==> src/rtl/swt_pkg.sv <==
package swt_pkg;

  typedef enum logic [1:0] {
    SWT_AWAKE = 2'd0,
    SWT_COUNT = 2'd1,
    SWT_HALT  = 2'd2
  } swt_state_e;

endpackage

==> src/rtl/swt_tick_sync.sv <==
module swt_tick_sync #(
  parameter int SYNC_STAGES = 2
) (
  input  logic clk_i,
  input  logic rst_ni,
  input  logic pps_i,
  output logic tick_o
);

  localparam int CHAIN_W = SYNC_STAGES + 1;

  logic [CHAIN_W-1:0] chain_q;
  logic [CHAIN_W-1:0] chain_d;

  always_comb begin
    chain_d = {chain_q[CHAIN_W-2:0], pps_i};
  end

  always_ff @(posedge clk_i or negedge rst_ni) begin
    if (!rst_ni) begin
      chain_q <= '0;
    end else begin
      chain_q <= chain_d;
    end
  end

  // rising edge of the synchronised tick
  assign tick_o = chain_q[SYNC_STAGES-1] & ~chain_q[SYNC_STAGES];

  assert_single_pulse_R9: assert property (@(posedge clk_i) disable iff (!rst_ni)
    tick_o |=> !tick_o)
    else $error("tick pulse longer than one cycle");

endmodule

==> src/rtl/swt_arm_ctrl.sv <==
module swt_arm_ctrl #(
  parameter int DUR_W      = 8,
  parameter int SETTLE_CYC = 3
) (
  input  logic             clk_i,
  input  logic             rst_ni,
  input  logic             awake_i,
  input  logic             dur_we_i,
  input  logic [DUR_W-1:0] dur_i,
  input  logic             arm_set_i,
  input  logic             arm_clr_i,
  output logic [DUR_W-1:0] dur_o,
  output logic             arm_load_o,
  output logic             armed_ready_o
);

  localparam int                 SETTLE_W    = (SETTLE_CYC > 2) ? $clog2(SETTLE_CYC) : 1;
  localparam logic [SETTLE_W-1:0] SETTLE_LAST = SETTLE_W'(SETTLE_CYC - 1);

  logic [DUR_W-1:0]    dur_q, dur_d;
  logic                dur_en;
  logic                armed_q, armed_d;
  logic                armed_en;
  logic [SETTLE_W-1:0] settle_q, settle_d;
  logic                settle_en;
  logic                set_acc, clr_acc;

  assign set_acc = arm_set_i & awake_i;
  assign clr_acc = arm_clr_i & awake_i & ~arm_set_i;

  // duration register: retained storage, no reset
  always_comb begin
    dur_en = dur_we_i & awake_i;
    dur_d  = dur_i;
  end

  always_ff @(posedge clk_i) begin
    if (dur_en) begin
      dur_q <= dur_d;
    end
  end

  // arm bit and its settle counter
  always_comb begin
    armed_en  = set_acc | clr_acc;
    armed_d   = set_acc;
    settle_en = 1'b0;
    settle_d  = settle_q;
    if (set_acc) begin
      settle_en = 1'b1;
      settle_d  = '0;
    end else if (armed_q && settle_q != SETTLE_LAST) begin
      settle_en = 1'b1;
      settle_d  = settle_q + 1'b1;
    end
  end

  always_ff @(posedge clk_i or negedge rst_ni) begin
    if (!rst_ni) begin
      armed_q  <= 1'b0;
      settle_q <= '0;
    end else begin
      if (armed_en) begin
        armed_q <= armed_d;
      end
      if (settle_en) begin
        settle_q <= settle_d;
      end
    end
  end

  assign dur_o         = dur_q;
  assign arm_load_o    = set_acc;
  assign armed_ready_o = armed_q & ~set_acc & (settle_q == SETTLE_LAST);

  assert_frozen_asleep_R11: assert property (@(posedge clk_i) disable iff (!rst_ni)
    !$past(awake_i) |-> ($stable(dur_q) && $stable(armed_q)))
    else $error("configuration changed while asleep");

endmodule

==> src/rtl/swt_countdown.sv <==
module swt_countdown
  import swt_pkg::*;
#(
  parameter int DUR_W = 8
) (
  input  logic             clk_i,
  input  logic             rst_ni,
  input  logic             tick_i,
  input  logic             req_i,
  input  logic             arm_load_i,
  input  logic             armed_ready_i,
  input  logic [DUR_W-1:0] dur_i,
  output logic             wake_o,
  output logic             flag_o
);

  swt_state_e       state_q, state_d;
  logic [DUR_W-1:0] cnt_q, cnt_d;
  logic             cnt_en;
  logic             flag_q, flag_d;
  logic             flag_en;

  always_comb begin
    state_d = state_q;
    cnt_d   = cnt_q;
    cnt_en  = 1'b0;
    flag_d  = flag_q;
    flag_en = 1'b0;
    case (state_q)
      SWT_AWAKE: begin
        if (arm_load_i) begin
          cnt_en = 1'b1;
          cnt_d  = dur_i;
        end
        if (req_i) begin
          flag_en = 1'b1;
          flag_d  = 1'b0;
          if (armed_ready_i) begin
            state_d = SWT_COUNT;
            cnt_en  = 1'b1;
            cnt_d   = dur_i;
          end else begin
            state_d = SWT_HALT;
          end
        end
      end
      SWT_COUNT: begin
        if (tick_i) begin
          if (cnt_q == '0) begin
            state_d = SWT_AWAKE;
            flag_en = 1'b1;
            flag_d  = 1'b1;
          end else begin
            cnt_en = 1'b1;
            cnt_d  = cnt_q - 1'b1;
          end
        end
      end
      SWT_HALT: begin
        state_d = SWT_HALT;
      end
      default: begin
        state_d = SWT_AWAKE;
      end
    endcase
  end

  always_ff @(posedge clk_i or negedge rst_ni) begin
    if (!rst_ni) begin
      state_q <= SWT_AWAKE;
      cnt_q   <= '0;
      flag_q  <= 1'b0;
    end else begin
      state_q <= state_d;
      if (cnt_en) begin
        cnt_q <= cnt_d;
      end
      if (flag_en) begin
        flag_q <= flag_d;
      end
    end
  end

  assign wake_o = (state_q == SWT_AWAKE);
  assign flag_o = flag_q;

  assert_req_sleeps_R2: assert property (@(posedge clk_i) disable iff (!rst_ni)
    (wake_o && req_i) |=> (!wake_o && !flag_o))
    else $error("request did not drop wake");

  assert_flag_with_wake_R4: assert property (@(posedge clk_i) disable iff (!rst_ni)
    flag_o |-> wake_o)
    else $error("timer flag set while asleep");

  assert_halt_sticky_R7: assert property (@(posedge clk_i) disable iff (!rst_ni)
    (state_q == SWT_HALT) |=> (state_q == SWT_HALT))
    else $error("left idle sleep without reset");

  assert_wake_needs_tick_R3: assert property (@(posedge clk_i) disable iff (!rst_ni)
    (state_q == SWT_COUNT && !tick_i) |=> (state_q == SWT_COUNT))
    else $error("countdown ended without a tick");

  assert_one_step_per_tick_R9: assert property (@(posedge clk_i) disable iff (!rst_ni)
    (state_q == SWT_COUNT && tick_i && cnt_q != '0) |=>
      (state_q == SWT_COUNT && cnt_q == $past(cnt_q) - 1'b1))
    else $error("tick did not decrement by one");

endmodule

==> src/rtl/swt_release.sv <==
module swt_release #(
  parameter int RELEASE_STAGES = 2
) (
  input  logic clk_i,
  input  logic rst_ni,
  input  logic wake_i,
  output logic cpu_run_o
);

  logic [RELEASE_STAGES-1:0] rel_q, rel_d;

  generate
    if (RELEASE_STAGES == 1) begin : g_single
      always_comb rel_d = wake_i;
    end else begin : g_chain
      always_comb rel_d = {rel_q[RELEASE_STAGES-2:0], wake_i};
    end
  endgenerate

  always_ff @(posedge clk_i or negedge rst_ni) begin
    if (!rst_ni) begin
      rel_q <= '1;
    end else begin
      rel_q <= rel_d;
    end
  end

  // falling wake holds the processor at once; rising wake releases late
  assign cpu_run_o = wake_i & rel_q[RELEASE_STAGES-1];

  assert_run_gated_R5: assert property (@(posedge clk_i) disable iff (!rst_ni)
    !wake_i |-> !cpu_run_o)
    else $error("processor running while wake low");

endmodule

==> src/rtl/sleep_wake_timer.sv <==
module sleep_wake_timer #(
  parameter int DUR_W          = 8,
  parameter int SETTLE_CYC     = 3,
  parameter int SYNC_STAGES    = 2,
  parameter int RELEASE_STAGES = 2
) (
  input  logic             clk_i,
  input  logic             rst_ni,
  input  logic             pps_i,
  input  logic             dur_we_i,
  input  logic [DUR_W-1:0] dur_i,
  input  logic             arm_set_i,
  input  logic             arm_clr_i,
  input  logic             sleep_req_i,
  input  logic             lcd_req_i,
  output logic             wake_o,
  output logic             cpu_run_o,
  output logic             tmr_flag_o
);

  logic             tick;
  logic             wake;
  logic             req;
  logic             arm_load;
  logic             armed_ready;
  logic [DUR_W-1:0] dur_held;

  assign req = sleep_req_i | lcd_req_i;

  swt_tick_sync #(
    .SYNC_STAGES(SYNC_STAGES)
  ) u_tick (
    .clk_i (clk_i),
    .rst_ni(rst_ni),
    .pps_i (pps_i),
    .tick_o(tick)
  );

  swt_arm_ctrl #(
    .DUR_W     (DUR_W),
    .SETTLE_CYC(SETTLE_CYC)
  ) u_arm (
    .clk_i        (clk_i),
    .rst_ni       (rst_ni),
    .awake_i      (wake),
    .dur_we_i     (dur_we_i),
    .dur_i        (dur_i),
    .arm_set_i    (arm_set_i),
    .arm_clr_i    (arm_clr_i),
    .dur_o        (dur_held),
    .arm_load_o   (arm_load),
    .armed_ready_o(armed_ready)
  );

  swt_countdown #(
    .DUR_W(DUR_W)
  ) u_cnt (
    .clk_i        (clk_i),
    .rst_ni       (rst_ni),
    .tick_i       (tick),
    .req_i        (req),
    .arm_load_i   (arm_load),
    .armed_ready_i(armed_ready),
    .dur_i        (dur_held),
    .wake_o       (wake),
    .flag_o       (tmr_flag_o)
  );

  swt_release #(
    .RELEASE_STAGES(RELEASE_STAGES)
  ) u_rel (
    .clk_i    (clk_i),
    .rst_ni   (rst_ni),
    .wake_i   (wake),
    .cpu_run_o(cpu_run_o)
  );

  assign wake_o = wake;

endmodule

==> config.mk <==
export PLATFORM = sky130hd
export DESIGN_NAME = sleep_wake_timer
export DESIGN_NICKNAME = d
export VERILOG_FILES = /design/src/rtl/swt_pkg.sv /design/src/rtl/swt_tick_sync.sv /design/src/rtl/swt_arm_ctrl.sv /design/src/rtl/swt_countdown.sv /design/src/rtl/swt_release.sv /design/src/rtl/sleep_wake_timer.sv
export SDC_FILE = /design/constraint.sdc
export NUM_CORES = 1
export LEC_CHECK = 0
export BUFFER_PORTS_ARGS = -buffer_cell sky130_fd_sc_hd__buf_2
export CAP_MARGIN = 20
export CORE_AREA = 2 2 50 52
export DETAILED_ROUTE_END_ITERATION = 7
export DIE_AREA = 0 0 52 54
export GPL_TIMING_DRIVEN = 0
export PLACE_DENSITY = 0.8
export SYNTH_ARGS = -nofsm -noshare
export SYNTH_HDL_FRONTEND = slang
export SYNTH_HIERARCHICAL = 1
export SYNTH_SLANG_ARGS = --single-unit
==> constraint.sdc <==
create_clock -name clk_i -period 4.7 [get_ports clk_i]
set_input_delay 0.94 -clock clk_i [delete_from_list [all_inputs] [get_ports clk_i]]
set_output_delay 0.94 -clock clk_i [all_outputs]
set_load 0.01 [all_outputs]
* Word level (Yosys, flattened, before mapping)
Index checks and enable logic that the tools add are counted.
** Word-level totals
- Bits of input ports :: 16
- Output and inout port bits :: 3
- Logic and storage cells :: 69
- Flip-flop bits (word level) :: 27
** Cells by class
- Eq/ne operators :: 8
- $add $sub $neg :: 2
- Bitwise logic cells :: 13
- Reduce and logical (&&, ||, !) cells :: 9
- Multiplexer cells :: 29
** Operator list (number)
- 2-to-1 mux 8 bit :: 5
- one-hot mux 8 bit (2 select lines) :: 1
- 2-to-1 mux 1 bit :: 13
- 2-to-1 mux 2 bit :: 6
- AND 1 bit :: 8
- logical NOT 8 bit :: 1
- != test 2 bit, second input constant :: 4
- subtractor 8 x 1 -> 8 bit, second input constant :: 1
- one-hot mux 1 bit (2 select lines) :: 3
- one-hot mux 2 bit (3 select lines) :: 1
- AND reduction 5 bit :: 1
- == test 2 bit, second input constant :: 2
- AND reduction 4 bit :: 1
- nonzero test 2 bit :: 2
- inverter 1 bit :: 3
- AND reduction 3 bit :: 1
- adder 2 x 1 -> 2 bit, second input constant :: 1
- == test 2 x 1 -> 1 bit, second input constant :: 1
- logical NOT 2 bit :: 1
- != test 2 x 1 -> 1 bit, second input constant :: 1
- OR 1 bit :: 2
- AND reduction 2 bit :: 1
- logical AND 1 bit :: 1

* Longest topological paths before layout
Gate-level depths: netlist of run 1.
- Depth in word-level cells :: 9
- Depth in mapped cells :: 9
- Gate-level depth less buffers :: 8

* By module
The synthesis of run 1 kept the hierarchy.
** By module, submodules not included
- swt_countdown :: times used 1, seq. area each 275.3 µm², cells each 79, area an instance 711.9 µm²
- swt_arm_ctrl :: times used 1, seq. area each 315.3 µm², cells each 27, area an instance 416.6 µm²
- swt_tick_sync :: times used 1, seq. area each 75.1 µm², cells each 4, area an instance 88.8 µm²
- swt_release :: times used 1, seq. area each 52.6 µm², cells each 3, area an instance 58.8 µm²
- sleep_wake_timer :: times used 1, seq. area each 0.0 µm², cells each 1, area an instance 6.3 µm²

* Least setup slack after synthesis of run 1
Ideal clock, no wire load.
- Kind :: input to register
- From :: input arm_set_i
- To :: register u_cnt.cnt_q[7]
- Arrival :: 2167 ps
- Path buffers :: 1
- Stages on the path :: 7
- Setup time :: 124 ps
- Data required time :: 4576 ps
- Slack :: 2409 ps
- Path through :: and2_1 > clkbuf_2 > nor2_1 > a21oi_1 > nor3_2 > nor2_2 > a211o_1
** Between the ends
- Longest elaborated chain between the ends :: 8
- Elaborated cells on any way between the ends :: 13
- Classes of those cells :: mux (8); bitwise (4); reduce/logical (1)
** Ends and longest elaborated chain
- start: declaration :: line sleep_wake_timer.sv:12 : input logic arm_set_i,
- AND 1 bit (*) :: line swt_arm_ctrl.sv:28 : assign set_acc = arm_set_i & awake_i;
- named net arm_load :: line sleep_wake_timer.sv:24 : logic arm_load;
- inverter 1 bit (*) :: line swt_arm_ctrl.sv:74 : assign armed_ready_o = armed_q & ~set_acc & (settle_q == SETTLE_LAST);
- AND 1 bit (*) (2 in series) :: line swt_arm_ctrl.sv:74
- named net armed_ready :: line sleep_wake_timer.sv:25 : logic armed_ready;
- 2-to-1 mux 1 bit :: line swt_countdown.sv:38 : if (armed_ready_i) begin
- 2-to-1 mux 1 bit :: line swt_countdown.sv:35 : if (req_i) begin
- one-hot mux 1 bit (2 select lines) :: line swt_countdown.sv:29 : case (state_q)
- AND reduction 4 bit (no source line)
- end signal: assignment :: line swt_countdown.sv:76 : cnt_q <= cnt_d;
- end: declaration :: line swt_countdown.sv:18 : logic [DUR_W-1:0] cnt_q, cnt_d;
Mark *: on every way through the listed nets, which the timed path passes. The rest lies on a longest branch.
A chain may end at the register's enable or synchronous reset.

* Worst setup path in the final report of run 1
- From :: register u_cnt.state_q[0]
- To :: output cpu_run_o
** Between the ends
- Longest elaborated chain between the ends :: 2
** Ends and longest elaborated chain
- start: declaration :: line swt_countdown.sv:17 : swt_state_e state_q, state_d;
- start signal: assignment :: line swt_countdown.sv:74 : state_q <= state_d;
- logical NOT 2 bit :: line swt_countdown.sv:84 : assign wake_o = (state_q == SWT_AWAKE);
- AND 1 bit :: line swt_release.sv:29 : assign cpu_run_o = wake_i & rel_q[RELEASE_STAGES-1];
- end: declaration :: line sleep_wake_timer.sv:17 : output logic cpu_run_o,
No other way between the ends.

==> out/metrics.cfg, run 1 <==
[outcome]
outcome = complete, no violations

[final_layout]
syn_to_final_growth_pct = 12.00
fillCellCount = 188
nNetsFinal = 156
antenna_cells = 0
layout_commonest_cell = buf_2
design_area_um2 = 1436
layout-drive-gt1-share_pct = 24.26
mostFrequentLayoutCells = 19 x buf_2, 17 x dfrtp_1, 12 x nor2_1

[floorplan]
core_um2 = 2320
floorplan.die_area_um2 = 2808
row_count = 18
fp.dieH_um = 54
floorplan.initialDensity_pct = 55.29
boundaryPins = 19
die_w_um = 52

[yosys]
yosys.area.top_type = dfrtp_1
syn_avg_cell_area_um2 = 11.25
yosysWarnings = 6
synthTopCellsByArea = dfrtp_1 33%, edfxtp_1 19%, dfstp_2 4.1%
synth_fp_nets = 133
yosysSeqAreaShare_pct = 56.00
synth_cells = 114
synth.distinct_cells = 41
ys_seq_elements = 27
netlist_area_um2 = 1282
synth.top_cell.area_share_pct = 33.17
async_reset_ff_share_pct = 70.37
synth_edf_count = 8
synth_ff_type = dfrtp_1

[routing]
routedWlPerCell_um = 14.52
drt_iter0_drc = 26
routed-via-count = 928
post_drt_via_cell_ratio = 5.590
drcViolationCount = 0
drt_wl_total_um = 2411
dr.pass1.iters = 4
ant_nets = 0

[grt]
antenna_found_initial = 0
grt_usage_pct = 20.58
grt_max_degree = 20
grt_overflow = 0
grt_pass1_vias = 937
grt_first_pass_wirelength_um = 4098

[worst_setup_path]
end_kind = output pin
worst_ep_required_time_ns = 3.76
crit_family = simple AND/OR/NAND/NOR gates
worst_setup_path_start_kind = register
rr_endpoint = u_cnt/cnt_q[4]
crit_start = u_cnt/state_q[0]
reg2reg_slack_ns = 2.25
path_buf_inv = 2
critPathCapture = cpu_run_o
r2r_start = u_cnt/state_q[0]
path_class = register to output pin
crit_chain = buf_2, nor2_1, and2_1, buf_2
crit_fanout = 9
path_common_cell = buf_2
critPathMaxStageDelay_ns = 0.41
slowest_stage = nor2_1
r2r_cells = 9
crit_arrival_ns = 1.61
crit_cells = 4

[clock_tree]
clk_path_buf_depth = 2
htree_num_levels = 1
clk_pin_slew_ns = 0.13
hold_buffers = 0
post_cts.repair.setup_buffers = 0
cts_root_buf = clkbuf_4
cts_buffers = 3
cts.sinks = 27
ctsResizeCount = 0
cts_tree = yes
clock_latency_ns = 0.31

[placed_design]
place_area_um2 = 1410
hpwl_um = 1746
port_buffers = 18
pre_cts_slack_ns = 2.062
gp_congestion = 0.9111

[sta]
worst_slack_ns = 2.154
finalClockSkew_ns = 0.002808
tns_ns = 0
fin_crit_sh_pct = 54.16
setup_viol = 0
tightest_slew_ns = 0.5349
rsz0062_at_grt = no
fmax_mhz = 392.8
hold_viol = 0
relSlewSlack_pct = 64.15
fin_crit_ns = 2.546
maxSlewViolCount = 0

[power]
cellPowerDensity_nw_per_um2 = 426.3
ir_drop_mv = 0.3072
p_leak_nw = 0.6502

[job]
max_cap_viol_count = 0

[hold_path]
hp-class = register to register

-- kinds of logic after synthesis --
kind of cell               after synthesis  synth area share (%)
DFF                                     27                 56.00
AOI/OAI and AO/OA                       28                 15.32
muxes                                    1                0.7805
and+or+nand+nor                         47                 22.44
adders and majority gates                3                 2.927
buffers and inverters                    8                 2.536
-- cells in the mapped netlist, drive strengths merged (2+ instances only) --
master / instances
nor2b: 3
a32o: 2
nor3b: 3
inv: 6
nand2: 9
ha: 3
o22ai: 4
edfxtp: 8
and2: 3
nor2: 13
a21o: 3
nand2b: 4
dfstp: 2
dfrtp: 17
o21ai: 2
a31oi: 2
nor3: 4
a21oi: 9
nand3: 2
-- worst register-to-register path, cell delays in order, from the launching register on --
cell      delay, ns
dfrtp_1        0.38
buf_2          0.18
nor2_1         0.41
and2_1         0.20
clkbuf_2       0.16
nor2_1         0.09
a21oi_1        0.27
nor3_2         0.16
a221o_1        0.37
a21o_1         0.15
-- through the flow --
stage | cells | hold slack [ns] | power, W | util (%)
after global routing | 166 | 0.3756 | 0.0006555 | 61.92
after floorplan | 114 | 0.3312 | 0.0004697 | -
final | 166 | 0.3668 | 0.0006123 | 61.92
after CTS | 166 | 0.3729 | 0.0006174 | 61.92
after global placement | 162 | 0.3364 | 0.0005024 | 60.79
after detailed placement | 162 | 0.3411 | 0.0005174 | 60.79
-- worst min path at each step --
stage / from / to / slack (ns) / cells after the start
floorplan: u_tick/chain_q[0] / u_tick/chain_q[1] / 0.33 / 0
global placement: u_tick/chain_q[0] / u_tick/chain_q[1] / 0.34 / 0
detailed placement: u_tick/chain_q[0] / u_tick/chain_q[1] / 0.34 / 0
CTS: u_tick/chain_q[0] / u_tick/chain_q[1] / 0.37 / 0
global route: u_tick/chain_q[0] / u_tick/chain_q[1] / 0.38 / 0
finish: u_tick/chain_q[0] / u_tick/chain_q[1] / 0.37 / 0
-- metal layers --
metal | GRT usage [%] | routed length [um] | up-vias
li1 | - | - | 456
met1 | 24.60 | 1034 | 445
met2 | 36.08 | 1233 | 25
met3 | 2.778 | 127 | 2
met4 | 10.96 | 15 | 0
met5 | 0 | 0 | -
-- sequential cells by signal (all words and copies together) (netlist names) --
signal	flops
u_arm/dur_o	8
u_cnt/cnt_q	8
u_tick/chain_q	3
u_arm/settle_q	2
u_cnt/state_q	2
u_rel/rel_q	2
u_arm/armed_q	1
u_cnt/flag_o	1
-- where the power goes --
| part | internal, W | switching [W] |
|---|---|---|
| sequential | 0.000287 | 0.0000486 |
| clock | 0.0000332 | 0.0000633 |
| combinational | 0.0000851 | 0.0000956 |
| total | 0.000405 | 0.000207 |
-- final cells by class --
type | instances | area [um2] | area share [%]
timing repair buffer | 18 | 90.09 | 6.272
tap | 30 | 37.54 | 2.613
inverter | 6 | 22.52 | 1.568
buffer | 2 | 10.01 | 0.6969
sequential | 27 | 718.2 | 50.00
multi-input combinational | 79 | 531.8 | 37.02
clock buffer | 4 | 26.28 | 1.829
Power figures use the tool's default switching activity.
==> run 2, diff against run 1 <==
CORE_AREA = 2 2 42 73   (was 2 2 50 52)
DIE_AREA = 0 0 44 75   (was 0 0 52 54)
PLACE_DENSITY = 0.71   (was 0.8)
clock period = 2.25 ns   (was 4.7 ns; I/O delays follow)
==> out/metrics.cfg, run 2 (synthesized netlist as in run 1, its figures left out) <==
[final_layout]
antenna_cells = 0
final_util_pct = 54.74
nNetsFinal = 156
mostFrequentLayoutCells = 19 x buf_2, 16 x dfrtp_1, 10 x nor2_1
syn_to_final_growth_pct = 14.83
layout-drive-gt1-share_pct = 27.21
layout_commonest_cell = buf_2

[routing]
drcViolationCount = 0
dr.pass1.iters = 4
ant_nets = 0
routed-via-count = 934
drt_wl_total_um = 2436
routedWlPerCell_um = 14.94
drt_iter0_drc = 34
post_drt_via_cell_ratio = 5.730

[worst_setup_path]
rr_endpoint = u_cnt/cnt_q[7]
crit_family = simple AND/OR/NAND/NOR gates
crit_start = u_cnt/state_q[0]
end_kind = register
worst_setup_path_start_kind = register
crit_arrival_ns = 2.30
worst_ep_required_time_ns = 2.42
path_class = register to register
r2r_start = u_cnt/state_q[0]
critPathMaxStageDelay_ns = 0.34
r2r_cells = 9
crit_chain = buf_2, nor2_4, and2_1, clkbuf_2, nor2_2, a21oi_2, nor3_4, nor2_2, a211o_1
slowest_stage = nor3_4
reg2reg_slack_ns = 0.12
crit_fanout = 9
path_common_cell = nor2_2
path_buf_inv = 2

[placed_design]
hpwl_um = 1824
gp_congestion = 0.8009
port_buffers = 18

[floorplan]
row_count = 25
boundaryPins = 19
die_w_um = 44
fp.dieH_um = 75
floorplan.initialDensity_pct = 47.67
floorplan.die_area_um2 = 3300
core_um2 = 2690

[clock_tree]
clock_latency_ns = 0.28
cts_root_buf = clkbuf_8
clk_path_buf_depth = 2
hold_buffers = 0
cts_tree = yes
cts.sinks = 27
htree_num_levels = 1
cts_buffers = 3
clk_pin_slew_ns = 0.09

[sta]
tightest_slew_ns = 0.4358
relSlewSlack_pct = 70.86
fmax_mhz = 468.9
fin_crit_sh_pct = 94.78
timing.hold.ws_ns = 0.09976
fin_crit_ns = 2.132
hold_viol = 0
rsz0062_at_grt = no
maxSlewViolCount = 0
setup_viol = 0
finalClockSkew_ns = 0.002354

[grt]
grt_first_pass_wirelength_um = 4133
grt_usage_pct = 17.06
grt_pass1_vias = 943
grt_max_degree = 20
antenna_found_initial = 0
grt_overflow = 0

[power]
finalPower_w = 0.001358
ir_drop_mv = 0.5569
cellPowerDensity_nw_per_um2 = 922.1
p_leak_nw = 0.6564

[job]
max_cap_viol_count = 0

[outcome]
outcome = complete, no violations

[hold_path]
hp-class = input pin to async pin

[run 2: changes by cell type in the layout (fill, tap and decap cells not counted)]
cell / before / now
clkbuf_4: 3 / 0
clkbuf_8: 0 / 3
nor2_1: 12 / 10
a21oi_1: 8 / 7
a21oi_2: 1 / 2
dfrtp_1: 17 / 16
dfrtp_2: 0 / 1
nor2_2: 1 / 2
nor2_4: 0 / 1
nor3_2: 1 / 0
nor3_4: 1 / 2
[run 2: routing by layer]
layer	vias to the layer above	global-route usage [%]	part of all wire, %
li1	452	-	-
met1	453	20.16	39
met2	24	29.58	55
met3	5	2.878	3.2
met4	0	8.081	2.0
met5	-	0	0
[run 2: worst register-to-register path: cells and delay by family, from the launching register on]
family / cells / cell delay [ns]
AOI/OAI and AO/OA: 2 / 0.42
DFF: 1 / 0.32
buffers and inverters: 2 / 0.38
and+or+nand+nor: 5 / 0.90
[run 2: how the worst max path moves through the flow]
stage                          end  slack [ns]  cells past startpoint
floorplan           u_cnt/cnt_q[4]        0.04                      9
global placement    u_cnt/cnt_q[4]       -0.16                      9
detailed placement  u_cnt/cnt_q[4]       -0.19                      9
CTS                 u_cnt/cnt_q[4]        0.02                      9
global route        u_cnt/cnt_q[7]        0.02                      9
finish              u_cnt/cnt_q[7]        0.12                      9
[run 2: where the power goes]
part / leakage, nW / switching (W) / internal (W) / total, W
Sequential: 0.299 / 0.000100 / 0.000599 / 0.000699
Combinational: 0.335 / 0.000202 / 0.000177 / 0.000379
Clock: 0.0228 / 0.000153 / 0.000127 / 0.000280
[run 2: cell type report]
class,instances,area (um2)
clock buffers,4,45.04
well taps,27,33.78
flip-flops and latches,27,719.4
repair buffers,18,90.09
multi-input cells,79,551.8
fillers,232,1217
plain buffers,2,10.01
inverters,6,22.52
[run 2: per-stage QoR]
stage               TNS (ns)  area (um2)  instances  setup WS, ns
floorplan                  0        1282        114       0.04155
global placement     -0.3977        1406        159       -0.1619
detailed placement   -0.5912        1406        159       -0.1921
CTS                        0        1465        163       0.01679
global route               0        1473        163       0.01518
finish                     0        1473        163        0.1175
[run 2: what timing repair did]
item / 4_1_cts / 5_1_grt
pin swaps: 0 / 2
endpoints found under the setup margin: 8 / 4
setup buffers: 0 / 0
resized for setup: 3 / 3
==> run 3, diff against run 2 <==
CORE_AREA = 2 2 44 76   (was 2 2 42 73)
DIE_AREA = 0 0 46 78   (was 0 0 44 75)
GPL_ROUTABILITY_DRIVEN = 0   (was unset)
PLACE_DENSITY = 0.65   (was 0.71)
==> out/metrics.cfg, run 3 (synthesized netlist as in run 1, its figures left out) <==
[worst_setup_path]
r2r_cells = 9
crit_fanout = 8
end_kind = register
worst_ep_required_time_ns = 2.41
path_class = register to register
rr_endpoint = u_cnt/cnt_q[7]
reg2reg_slack_ns = 0.18
crit_arrival_ns = 2.23
worst_setup_path_start_kind = register
r2r_start = u_cnt/state_q[0]

[floorplan]
floorplan.initialDensity_pct = 43.80
core_um2 = 2928
boundaryPins = 19
row_count = 26
fp.dieH_um = 78
floorplan.die_area_um2 = 3588
die_w_um = 46

[routing]
drcViolationCount = 0
drt_wl_total_um = 2407
routed-via-count = 933
post_drt_via_cell_ratio = 5.620
drt_iter0_drc = 22
dr.pass1.iters = 4
routedWlPerCell_um = 14.50
ant_nets = 0

[final_layout]
syn_to_final_growth_pct = 16.29
nNetsFinal = 158
antenna_cells = 0
mostFrequentLayoutCells = 18 x buf_2, 16 x dfrtp_1, 10 x nor2_1
layout_commonest_cell = buf_2
fillCellCount = 280
layout-drive-gt1-share_pct = 28.26

[power]
p_int_w = 0.0009028
share_comb_of_total_power_pct = 28.3
clkPwrFrac_pct = 19.9
pwr-share-seq_pct = 51.8
switching_share_pct = 32.75
cellPowerDensity_nw_per_um2 = 900.0
p_leak_nw = 0.6701
ir_drop_mv = 0.6396
power_switching_w = 0.0004396

[placed_design]
port_buffers = 18
pre_cts_slack_ns = -0.2095
hpwl_um = 1826

[sta]
finalClockSkew_ns = 0.005037
hold_viol = 0
maxSlewViolCount = 0
fin_crit_sh_pct = 92.16
fmax_mhz = 482.3
relSlewSlack_pct = 70.93
fin_crit_ns = 2.074
worst_slack_ns = 0.1764
setup_viol = 0
tightest_slew_ns = 0.4347
timing.hold.ws_ns = 0.1072

[hold_path]
hp-class = input pin to async pin

[clock_tree]
cts_buffers = 3
htree_num_levels = 1
clock_latency_ns = 0.27
clk_path_buf_depth = 2
cts_tree = yes
cts.sinks = 27
cts_root_buf = clkbuf_8
clk_pin_slew_ns = 0.09

[grt]
grt_use_met2_pct = 25.97
grt_max_degree = 20
antenna_found_initial = 0
grt_overflow = 0
grt_first_pass_wirelength_um = 4091
grt_pass1_vias = 951
grt_use_met3_pct = 3.023
top_usage_layer = met2
gr-usage-met1_pct = 18.06
grt_usage_pct = 15.40

[outcome]
outcome = complete, no violations

[job]
max_cap_viol_count = 0

run 3: cell type report:
class,count,area [um2],area share [%]
well taps,28,35.03,2.349
clock buffers,4,45.04,3.020
multi-input cells,79,551.8,37.00
flip-flops and latches,27,719.4,48.24
plain buffers,2,12.51,0.8389
repair buffers,20,105.1,7.047
inverters,6,22.52,1.510
run 3: metal layers:
| layer | routed length [um] | share of wire [%] | up-vias |
|---|---|---|---|
| li1 | - | - | 460 |
| met1 | 943 | 39 | 436 |
| met2 | 1322 | 55 | 27 |
| met3 | 75 | 3.1 | 10 |
| met4 | 67 | 2.8 | 0 |
| met5 | 0 | 0 | - |
run 3: worst max-delay path, stage by stage (launching register included):
cell,delay [ns]
dfrtp_1,0.34
clkbuf_4,0.21
nor2_4,0.07
and2_1,0.14
clkbuf_2,0.15
nor2_2,0.16
a21oi_2,0.10
nor3_4,0.35
nor2_2,0.13
a211o_1,0.32
run 3: stage by stage:
step | TNS (ns) | cell area [um2] | instances | total power [W] | utilization, %
final | 0 | 1491 | 166 | 0.001342 | 50.94
after detailed placement | -0.7416 | 1408 | 160 | 0.001083 | 48.08
after global routing | -0.007254 | 1491 | 166 | 0.001436 | 50.94
after CTS | 0 | 1466 | 164 | 0.001353 | 50.09
after global placement | -0.5013 | 1408 | 160 | 0.001058 | 48.08
after floorplan | 0 | 1282 | 114 | 0.0009812 | -
run 3: how the worst max path moves through the flow:
stage / start / to / slack, ns / cells past startpoint
5_1_grt: u_cnt/state_q[0] / u_cnt/cnt_q[7] / -0.007 / 9
2_1_floorplan: u_cnt/state_q[0] / u_cnt/cnt_q[4] / 0.04 / 9
6_report: u_cnt/state_q[0] / u_cnt/cnt_q[7] / 0.18 / 9
3_5_place_dp: u_cnt/state_q[0] / u_cnt/cnt_q[4] / -0.21 / 9
4_1_cts: u_cnt/state_q[0] / u_cnt/cnt_q[4] / 0.01 / 9
3_3_place_gp: u_cnt/state_q[0] / u_cnt/cnt_q[4] / -0.18 / 9
run 3: timing repair:
action / CTS / global route
gates resized for setup: 3 / 4
hold buffers: 0 / 0
pin swaps: 0 / 2
endpoints found under the setup margin: 8 / 7
setup buffers: 0 / 2
run 3: power groups by stage:
stage	combinational, W	clock (W)	sequential, W
global route	0.000427	0.000296	0.000713
finish	0.000379	0.000268	0.000695
detailed placement	0.000375	0	0.000707
floorplan	0.000295	0	0.000686
global placement	0.000354	0	0.000703
CTS	0.000377	0.000279	0.000697
